### config.mk
export PLATFORM = sky130hd
export DESIGN_NAME = iq_lane_framer
export DESIGN_NICKNAME = d
export VERILOG_FILES = /design/src/rtl/lf_pkg.sv /design/src/rtl/lf_bit_ctr.sv /design/src/rtl/lf_slot_seq.sv /design/src/rtl/lf_word_pick.sv /design/src/rtl/iq_lane_framer.sv
export SDC_FILE = /design/constraint.sdc
export NUM_CORES = 1
export LEC_CHECK = 0
export BUFFER_PORTS_ARGS = -buffer_cell sky130_fd_sc_hd__buf_2
export CAP_MARGIN = 20
export CORE_ASPECT_RATIO = 1.25
export CORE_MARGIN = 10
export CORE_UTILIZATION = 59
export DETAILED_ROUTE_END_ITERATION = 7
export PLACE_DENSITY_LB_ADDON = 0.15
export SLEW_MARGIN = 20
export SYNTH_ARGS = -nofsm -noshare
export SYNTH_HDL_FRONTEND = slang
export SYNTH_SLANG_ARGS = --single-unit
export TNS_END_PERCENT = 100
### constraint.sdc
create_clock -name clk -period 4.9 [get_ports clk]
set_clock_uncertainty 0.15 [all_clocks]
set_input_delay 0.735 -clock clk [delete_from_list [all_inputs] [get_ports clk]]
set_output_delay 0.735 -clock clk [all_outputs]
set_load 0.03 [all_outputs]
### src/rtl/lf_pkg.sv
package lf_pkg;
  localparam int LF_WORD_W   = 16;
  localparam int LF_NARROW_W = 14;
  localparam int LF_POS_W    = $clog2(LF_WORD_W);
  localparam int LF_LOW_CUT  = LF_WORD_W - LF_NARROW_W;

  typedef enum logic [1:0] {ST_SYNC, ST_WAIT, ST_RUN} lane_st_e;

  typedef struct packed {
    logic [LF_WORD_W-1:0] i0;
    logic [LF_WORD_W-1:0] q0;
    logic [LF_WORD_W-1:0] i1;
    logic [LF_WORD_W-1:0] q1;
  } lf_grp_t;

  // data words that one group carries for a mode
  function automatic logic [2:0] words_per_grp(input logic dual, input logic one);
    if (one) return dual ? 3'd2 : 3'd1;
    return dual ? 3'd4 : 3'd2;
  endfunction

  // word carried in a given slot, zero when the slot is padding
  function automatic logic [LF_WORD_W-1:0] slot_word(input int slot, input lf_grp_t g,
                                                     input logic dual, input logic one,
                                                     input logic pq);
    logic [LF_WORD_W-1:0] w;
    w = '0;
    if (one) begin
      if (slot == 0) w = pq ? g.q0 : g.i0;
      else if (slot == 1 && dual) w = pq ? g.q1 : g.i1;
    end else begin
      case (slot)
        0: w = g.i0;
        1: w = g.q0;
        2: if (dual) w = g.i1;
        3: if (dual) w = g.q1;
        default: w = '0;
      endcase
    end
    return w;
  endfunction

  // drop the low bits when the narrow resolution is in use
  function automatic logic [LF_WORD_W-1:0] trim_res(input logic [LF_WORD_W-1:0] w,
                                                    input logic full);
    if (full) return w;
    return {w[LF_WORD_W-1:LF_LOW_CUT], {LF_LOW_CUT{1'b0}}};
  endfunction
endpackage

### src/rtl/lf_bit_ctr.sv
module lf_bit_ctr
  import lf_pkg::*;
(
  input  logic                clk,
  input  logic                rst_n,
  input  logic                bit_en,
  input  logic                narrow,
  output logic [LF_POS_W-1:0] bpos,
  output logic                frm_end,
  output logic                frm_mark
);
  logic [LF_POS_W-1:0] last_pos;
  logic [LF_POS_W-1:0] half_pos;

  assign last_pos = narrow ? LF_POS_W'(LF_NARROW_W - 1) : LF_POS_W'(LF_WORD_W - 1);
  assign half_pos = narrow ? LF_POS_W'(LF_NARROW_W / 2) : LF_POS_W'(LF_WORD_W / 2);
  assign frm_end  = bit_en && (bpos == last_pos);
  assign frm_mark = bpos < half_pos;

  always_ff @(posedge clk) begin
    if (!rst_n)       bpos <= '0;
    else if (frm_end) bpos <= '0;
    else if (bit_en)  bpos <= bpos + 1'b1;
  end

  a_r6_pos_range: assert property (@(posedge clk) disable iff (!rst_n)
    bpos <= last_pos);
  a_r6_wrap_zero: assert property (@(posedge clk) disable iff (!rst_n)
    frm_end |=> (bpos == '0));
endmodule

### src/rtl/lf_slot_seq.sv
module lf_slot_seq
  import lf_pkg::*;
#(
  parameter int MW = 8
) (
  input  logic          clk,
  input  logic          rst_n,
  input  logic          frm_end,
  input  logic          smp_vld,
  input  logic [MW-1:0] dec_factor,
  input  lf_grp_t       grp_in,
  output logic          running,
  output logic          nxt_run,
  output logic [MW-1:0] nxt_slot,
  output lf_grp_t       nxt_grp
);
  lane_st_e      st, st_n;
  logic [MW-1:0] slot, slot_n;
  logic [MW:0]   slot_inc;
  logic          grp_wrap;
  logic          pend, pend_n;
  lf_grp_t       hold, hold_n, cur, cur_n;

  assign slot_inc = {1'b0, slot} + (MW+1)'(1);
  assign grp_wrap = slot_inc >= {1'b0, dec_factor};

  always_comb begin
    hold_n = smp_vld ? grp_in : hold;
    pend_n = pend | smp_vld;
    st_n   = st;
    slot_n = slot;
    cur_n  = cur;
    if (frm_end) begin
      if (st == ST_RUN) begin
        if (grp_wrap) begin
          slot_n = '0;
          cur_n  = hold_n;
        end else begin
          slot_n = slot_inc[MW-1:0];
        end
      end else if (pend_n) begin
        st_n   = ST_RUN;
        slot_n = '0;
        cur_n  = hold_n;
      end else begin
        st_n = ST_WAIT;
      end
    end
  end

  always_ff @(posedge clk) begin
    if (!rst_n) begin
      st   <= ST_SYNC;
      slot <= '0;
      pend <= 1'b0;
      hold <= '0;
      cur  <= '0;
    end else begin
      st   <= st_n;
      slot <= slot_n;
      pend <= pend_n;
      hold <= hold_n;
      cur  <= cur_n;
    end
  end

  assign running  = (st == ST_RUN);
  assign nxt_run  = (st_n == ST_RUN);
  assign nxt_slot = slot_n;
  assign nxt_grp  = cur_n;

  a_r2_start_slot0: assert property (@(posedge clk) disable iff (!rst_n)
    $rose(running) |-> (slot == '0));
  a_r2_stay_run: assert property (@(posedge clk) disable iff (!rst_n)
    running |=> running);
  a_r3_slot_bound: assert property (@(posedge clk) disable iff (!rst_n)
    (running && dec_factor != '0) |-> (slot < dec_factor));
  a_r10_cur_steady: assert property (@(posedge clk) disable iff (!rst_n)
    (running && !(frm_end && grp_wrap)) |=> $stable(cur));
endmodule

### src/rtl/lf_word_pick.sv
module lf_word_pick
  import lf_pkg::*;
#(
  parameter int MW = 8
) (
  input  logic                 active,
  input  logic [MW-1:0]        slot,
  input  lf_grp_t              grp,
  input  logic                 dual,
  input  logic                 one,
  input  logic                 pq,
  input  logic                 full,
  output logic [LF_WORD_W-1:0] word
);
  logic [LF_WORD_W-1:0] raw;

  assign raw  = slot_word(int'(slot), grp, dual, one, pq);
  assign word = active ? trim_res(raw, full) : '0;
endmodule

### src/rtl/iq_lane_framer.sv
module iq_lane_framer
  import lf_pkg::*;
#(
  parameter int                   MW        = 8,
  parameter logic [LF_WORD_W-1:0] SYNC_WORD = 16'hB38F
) (
  input  logic                 clk,
  input  logic                 rst_n,
  input  logic                 bit_en,
  input  logic [MW-1:0]        dec_factor,
  input  logic                 dual_ch,
  input  logic                 one_comp,
  input  logic                 pick_q,
  input  logic                 narrow_frame,
  input  logic                 full_res,
  input  logic                 smp_vld,
  input  logic [LF_WORD_W-1:0] ch0_i,
  input  logic [LF_WORD_W-1:0] ch0_q,
  input  logic [LF_WORD_W-1:0] ch1_i,
  input  logic [LF_WORD_W-1:0] ch1_q,
  output logic                 ser_out,
  output logic                 frm_mark,
  output logic                 cfg_err
);
  logic [LF_POS_W-1:0]  bpos;
  logic                 frm_end;
  logic                 running;
  logic                 nxt_run;
  logic [MW-1:0]        nxt_slot;
  lf_grp_t              nxt_grp;
  lf_grp_t              grp_in;
  logic [2:0]           wpg;
  logic [LF_WORD_W-1:0] next_word;
  logic [LF_WORD_W-1:0] shreg;

  assign grp_in  = '{i0: ch0_i, q0: ch0_q, i1: ch1_i, q1: ch1_q};
  assign wpg     = words_per_grp(dual_ch, one_comp);
  assign cfg_err = {{(MW-3){1'b0}}, wpg} > dec_factor;

  lf_bit_ctr u_bit_ctr (
    .clk      (clk),
    .rst_n    (rst_n),
    .bit_en   (bit_en),
    .narrow   (narrow_frame),
    .bpos     (bpos),
    .frm_end  (frm_end),
    .frm_mark (frm_mark)
  );

  lf_slot_seq #(.MW(MW)) u_slot_seq (
    .clk        (clk),
    .rst_n      (rst_n),
    .frm_end    (frm_end),
    .smp_vld    (smp_vld),
    .dec_factor (dec_factor),
    .grp_in     (grp_in),
    .running    (running),
    .nxt_run    (nxt_run),
    .nxt_slot   (nxt_slot),
    .nxt_grp    (nxt_grp)
  );

  lf_word_pick #(.MW(MW)) u_word_pick (
    .active (nxt_run && !cfg_err),
    .slot   (nxt_slot),
    .grp    (nxt_grp),
    .dual   (dual_ch),
    .one    (one_comp),
    .pq     (pick_q),
    .full   (full_res),
    .word   (next_word)
  );

  always_ff @(posedge clk) begin
    if (!rst_n)       shreg <= SYNC_WORD;
    else if (frm_end) shreg <= next_word;
    else if (bit_en)  shreg <= {shreg[LF_WORD_W-2:0], 1'b0};
  end

  assign ser_out = shreg[LF_WORD_W-1] & ~cfg_err;

  a_r8_err_load: assert property (@(posedge clk) disable iff (!rst_n)
    (frm_end && cfg_err) |=> (shreg == '0));
  a_r8_err_quiet: assert property (@(posedge clk) disable iff (!rst_n)
    cfg_err |-> !ser_out);
  a_r3_pad_zero: assert property (@(posedge clk) disable iff (!rst_n)
    (frm_end && nxt_run && nxt_slot >= {{(MW-3){1'b0}}, wpg}) |=> (shreg == '0));
  a_r1_idle_zero: assert property (@(posedge clk) disable iff (!rst_n)
    (frm_end && !nxt_run) |=> (shreg == '0));
  a_r9_freeze: assert property (@(posedge clk) disable iff (!rst_n)
    (!bit_en && $stable(cfg_err)) |=> ($stable(ser_out) && $stable(frm_mark)));
  a_r2_run_after_end: assert property (@(posedge clk) disable iff (!rst_n)
    $rose(running) |-> $past(frm_end));
endmodule

==> metrics, run 1 <==
crit start category flip-flop; GRT Total Usage 22.8%; hold depth 2; Post-CTS Hold Fix Bufs 0; ANT nets after route 0; H-tree depth 4; Tcrit/Tclk final 91.4%; PD cells 325 nW/µm²; ys async rst share 0%; minimum clock period 4480 ps; register area share after synthesis 40.8%; number of flops mapped to enable cells by yosys 0; mean area per synthesized cell 8.96 µm²; drt drc 0; DR pass1 iterations 5; fin. max-slew vios 0; Layout Utilization 69.3%; Iter 0 DRT Violations 482; reg2reg path depth 13; setup bufs post-CTS 0; via/cell ratio 6.03; Pleak 3.77 nW; Hold Vio Cnt, Final 0; Layout Cells excl Fill 1106; Worst EP arrival 4690 ps; setup TNS 0 ps; post-synthesis mux area share 16.7%; antenna violations before repair 0; largest net degree at the start of global routing 78; Starting Density 60.8%; fmax 223 MHz; Die Y 149 µm; clk slew on worst S/H paths 60 ps; pre-CTS setup slack 354 ps; CTS sink cnt 159; Clock Path Buffers 2; row count 46; first-pass GRT wire length 33500 µm; Post-Synth Adder-Cell Area 2.88%; dpl cell area 8310 µm²; Buffers on Ports 83; Clock Latency Late Sink 430 ps; placed cells 1075; max_cap viols 0; Setup-failing EPs final 0; cell area after layout 8900 µm²; Top Family by Delay on Critical Path simple AND/OR/NAND/NOR gates; Crit-path slowest cell and4_1; outcome finished, final reports clean; largest family of logic cells by synthesized area compound AO/OA/AOI/OAI gates; Cell Chain, Critical Path ha_1, and4_1, nand2_1, xnor2_1, ha_1, and3_1, and4_1, o41a_1, nand3_1, nor2_1, a311oi_1, a221o_1, a21oi_1; Syn Inst Count 871; final worst setup slack 420 ps; Avg WL per Cell 18.7 µm; vias in the first global route 6708; num ports 84; Post-synth top flop dfxtp_1; hpwl dp 14900 µm; Worst slew margin 34.9%; ant diodes 0; overall via count from detail_route 6666; Crit path required time 5110 ps; Synth Net Count 970; critical path type reg -> reg; yosys warns 0; area delta synth->final 14.0%; CTS root buf clkbuf_16; CTS tree yes; Simple-Gate Fraction of Synth Area 17.1%; Worst Hold End shreg[15]; chip width 123 µm; critical path depth in cells 13; RSZ-0062 raised after global routing false; compound-gate portion of the synthesized area 17.2%; Mapped Area 7810 µm²; CP peak stage delay 530 ps; worst reg-to-reg setup slack 420 ps; core region area 12800 µm²; RR Endpoint shreg[4]; crit end category flip-flop; Hold Crit Class reg -> reg; Synth Register Bits 159; Bufs and invs on worst path 0; clock buffer count from CTS 17; Hold Path Origin shreg[15]; pin slew with the least headroom to its limit 977 ps; # nets final 1025; xor/xnor share of the synthesized area 0.897%; RR Startpoint u_slot_seq.slot[0]; peak supply drop 0.000306 V; share of cells above drive strength 1 18.8%; Crit Path Max Fanout 12; post-synthesis cell type count 70; final wirelength 20600 µm; Die Area 18300 µm²; Routability Congestion 0.935; GRT Residual Overflow 0
## state kept, by name (all words and copies together) (netlist names)
signal           count
u_slot_seq.slot      8
u_slot_seq.pend      1
u_slot_seq.cur      64
u_slot_seq.st        2
shreg               16
u_bit_ctr.bpos       4
u_slot_seq.hold     64
## placed cells by master (no fill, tap or decap), drive strengths merged, types with 11 or more instances in the layout
cell type,netlist,final
mux2,24,24
clkbuf,31,20
a21oi,45,45
nand2,49,49
o21ai,27,27
inv,18,21
and2,27,27
buf,33,100
a21o,11,11
o22ai,26,26
nor2,160,160
dfxtp,159,159
mux2i,101,101
ha,18,18
a221oi,15,15
## timing repair
action / CTS / global route
resized for setup: 0 / 1
hold endpoints to repair: 0 / 0
setup endpoints to repair: 0 / 2
## how the worst max path moves through the flow
| stage | from | endpoint | slack, ps |
|---|---|---|---|
| 2_1_floorplan | dual_ch | ser_out | 920 |
| 3_3_place_gp | u_slot_seq.slot[0] | shreg[14] | 480 |
| 3_5_place_dp | u_slot_seq.slot[0] | shreg[14] | 350 |
| 4_1_cts | u_slot_seq.slot[0] | shreg[14] | 320 |
| 5_1_grt | u_slot_seq.slot[0] | shreg[7] | 190 |
| 6_report | u_slot_seq.slot[0] | shreg[4] | 420 |
## routing by layer
metal  up-vias  GRT usage, %  share of wire (%)  wire [µm]
met1      3238          26.3                 41       8460
met3        33          4.70                5.0       1040
met4         0          7.44                1.7        348
met2       191          40.5                 52      10800
met5         -             0                  0          0
li1       3204             -                  -          -
## metrics by stage
stage	total power, mW	hold slack [ps]
floorplan	1.53	294
global placement	1.59	308
detailed placement	1.60	317
CTS	2.91	332
global route	2.99	370
finish	2.89	336
## layout make-up
class,count,area [µm²]
clock buffer,20,457
fill,1040,3940
timing repair buffer,100,558
sequential,159,3180
inverter,18,68.8
multi-input combinational,630,4290
clock inverter,11,128
tap,168,210
## cell families (layout without fill, tap and decap cells)
family / Yosys count / count (layout)
compound gates: 190 / 190
xor+xnor: 8 / 8
fa+ha+maj: 18 / 18
buf+inv: 82 / 149
flops: 159 / 159
mux: 126 / 126
simple gates: 288 / 288
## cells in the mapped netlist (5+ instances only)
library cell    n  share of area, %
dfxtp_1       159                41
nor2_1        159               7.6
mux2i_1       101                13
nand2_1        48               2.3
a21oi_1        44               2.8
clkbuf_1       31               1.5
and2_1         27               2.2
o22ai_1        26               2.1
mux2_2         24               3.5
o21ai_0        23               1.5
buf_2          19               1.2
ha_1           18               2.9
inv_1          18              0.87
a221oi_1       14               1.6
a21o_1         11               1.1
a31oi_1         9              0.72
nor3_1          9              0.58
buf_1           8              0.38
nand3_1         8              0.51
o31ai_1         8              0.77
nand2b_1        7              0.56
buf_4           6              0.58
a211oi_1        5              0.48
nor2b_1         5              0.40
xnor2_1         5              0.56
## worst register-to-register path: cells and delay by family (launching register included)
family | cells | cell delay, ps
flops | 1 | 520
xor+xnor | 1 | 160
fa+ha+maj | 2 | 670
compound gates | 4 | 930
simple gates | 6 | 1970
## power by group
group | internal (mW) | switching, mW | total (mW) | leakage [nW]
logic | 0.0988 | 0.122 | 0.221 | 2.18
registers | 1.34 | 0.0163 | 1.35 | 1.30
clock network | 0.779 | 0.542 | 1.32 | 0.291
(Power assumes the default switching activity.)
==> inputs of run 2 (changes only) <==
--- a/config.mk
+++ b/config.mk
@@ -9,7 +9,7 @@
 export CAP_MARGIN = 20
 export CORE_ASPECT_RATIO = 1.25
 export CORE_MARGIN = 10
-export CORE_UTILIZATION = 59
+export CORE_UTILIZATION = 25
 export DETAILED_ROUTE_END_ITERATION = 7
 export PLACE_DENSITY_LB_ADDON = 0.15
 export SLEW_MARGIN = 20
==> constraint.sdc (replaced) <==
create_clock -name clk -period 4.9 [get_ports clk]
set_clock_uncertainty 0.15 [all_clocks]
set_input_delay 0.245 -clock clk [delete_from_list [all_inputs] [get_ports clk]]
set_output_delay 0.245 -clock clk [all_outputs]
set_load 0.03 [all_outputs]
==> metrics, run 2 (synthesized netlist as in run 1, its figures left out) <==
fin. max-slew vios 0 (unchanged); Die Area 38700 µm² (was 18300 µm²); RSZ-0062 raised after global routing false (unchanged); largest net degree at the start of global routing 59 (was 78); # nets final 1073 (was 1025); P_int 2.29 mW (was 2.21 mW); RR Startpoint u_slot_seq.slot[0] (unchanged); crit end category flip-flop (unchanged); reg2reg path depth 13 (unchanged); Post-CTS Hold Fix Bufs 42 (was 0); global route hottest layer met2 (unchanged); RR Endpoint shreg[13] (was shreg[4]); power share of the combinational group 8.6% (was 7.6%); hpwl dp 17500 µm (was 14900 µm); setup bufs post-CTS 0 (unchanged); Hold Vio Cnt, Final 0 (unchanged); worst hold slack 18.5 ps (was 336 ps); critical path type reg -> reg (unchanged); GRT Total Usage 12.6% (was 22.8%); num ports 84 (unchanged); crit path to shreg[13] (was shreg[4]); GRT Residual Overflow 0 (unchanged); peak supply drop 0.000164 V (was 0.000306 V); crit start category flip-flop (unchanged); CTS root buf clkbuf_16 (unchanged); Clock Path Buffers 2 (unchanged); clock buffer count from CTS 17 (unchanged); share of power burned in the clock network 46.4% (was 45.7%); core region area 30900 µm² (was 12800 µm²); Flop pwr share 45.0% (was 46.7%); Avg WL per Cell 17.4 µm (was 18.7 µm); post-CTS sizing 0 (unchanged); share of cells above drive strength 1 18.5% (was 18.8%); worst reg-to-reg setup slack 370 ps (was 420 ps); chip width 178 µm (was 123 µm); ant diodes 0 (unchanged); drt drc 0 (unchanged); Crit Path Max Fanout 13 (was 12); CTS sink cnt 159 (unchanged); Clock Latency Late Sink 440 ps (was 430 ps); final wirelength 24200 µm (was 20600 µm); setup TNS 0 ps (unchanged); Setup-failing EPs final 0 (unchanged); routing usage on met1 16.1% (was 26.3%); clk slew on worst S/H paths 70 ps (was 60 ps); Worst EP arrival 4680 ps (was 4690 ps); Buffers on Ports 83 (unchanged); max_cap viols 0 (unchanged); area delta synth->final 24.4% (was 14.0%); DR pass1 iterations 5 (unchanged); fmax 221 MHz (was 223 MHz); antenna violations before repair 0 (unchanged); Layout Utilization 31.4% (was 69.3%); overall via count from detail_route 6599 (was 6666); commonest cells after routing, fill and taps aside 159 x nor2_1, 159 x dfxtp_1, 101 x mux2i_1 (unchanged); minimum clock period 4530 ps (was 4480 ps); first-pass GRT wire length 37900 µm (was 33500 µm); Worst slew margin 29.5% (was 34.9%); via/cell ratio 4.73 (was 6.03); pin slew with the least headroom to its limit 1060 ps (was 977 ps); Iter 0 DRT Violations 275 (was 482); row count 72 (was 46); switching power 0.714 mW (was 0.681 mW); met2 global-route usage 20.3% (was 40.5%); ANT nets after route 0 (unchanged); PD cells 309 nW/µm² (was 325 nW/µm²); switching part of the total 23.8% (was 23.5%); Starting Density 25.3% (was 60.8%); vias in the first global route 6550 (was 6708); Setup crit start u_slot_seq.slot[0] (unchanged); outcome finished, final reports clean (unchanged); CTS tree yes (unchanged); Hold Crit Class in -> reg (was reg -> reg); Crit path required time 5050 ps (was 5110 ps); Routability Congestion 0.810 (was 0.935); H-tree depth 4 (unchanged); Die Y 218 µm (was 149 µm); Tcrit/Tclk final 92.5% (was 91.4%); Largest regs u_slot_seq.cur x64, u_slot_seq.hold x64, shreg x16 (unchanged); Pleak 3.96 nW (was 3.77 nW); met3 usage 2.53% (was 4.70%)
==> run 2: layout make-up <==
type,count,area (µm²)
repair buffers,148,1050
flip-flops and latches,159,3180
fillers,3273,21200
well taps,407,509
clock buffers,20,457
inverters,18,68.8
multi-input cells,630,4290
clock inverters,12,160
==> run 2: metal layers <==
layer	vias up	routed length [µm]	share of wire, %
met1	3126	11500	47
met5	-	0	0
li1	3308	-	-
met2	134	11400	47
met3	31	864	3.6
met4	0	510	2.1
==> run 2: how the worst min path moves through the flow <==
| stage | from | end | depth (start not counted) |
|---|---|---|---|
| after floorplan | ch0_q[5] | u_slot_seq.hold[37] | 2 |
| after global placement | u_slot_seq.hold[3] | u_slot_seq.hold[3] | 2 |
| after detailed placement | u_slot_seq.cur[53] | u_slot_seq.cur[53] | 2 |
| after CTS | ch0_i[10] | u_slot_seq.hold[58] | 3 |
| after global routing | ch1_q[7] | u_slot_seq.hold[7] | 3 |
| final | ch0_i[6] | u_slot_seq.hold[54] | 3 |
==> run 2: worst max-delay path, cell delays in order (launching register included) <==
cell and delay, ps:
dfxtp_1 520, ha_1 370, and4_1 270, nand2_1 110, xnor2_1 160, ha_1 300, and3_1 240, and4_1 530
o31a_2 570, buf_12 220, mux2i_1 360, mux2i_1 130, a221oi_1 360, o31ai_1 110
==> run 2: per-stage QoR <==
stage	setup slack, ps	power, mW	area, µm²	std cells
2_1_floorplan	1100	1.53	7810	871
4_1_cts	341	3.05	9710	1394
3_3_place_gp	441	1.62	8670	1320
3_5_place_dp	375	1.62	8670	1320
5_1_grt	63.8	3.13	9710	1394
6_report	366	3.00	9710	1394
==> run 2: power by group through the flow <==
stage / Sequential [mW] / Combinational [mW] / Clock (mW)
global placement: 1.38 / 0.236 / 0
detailed placement: 1.38 / 0.236 / 0
global route: 1.35 / 0.287 / 1.49
floorplan: 1.37 / 0.152 / 0
finish: 1.35 / 0.257 / 1.39
CTS: 1.35 / 0.263 / 1.44
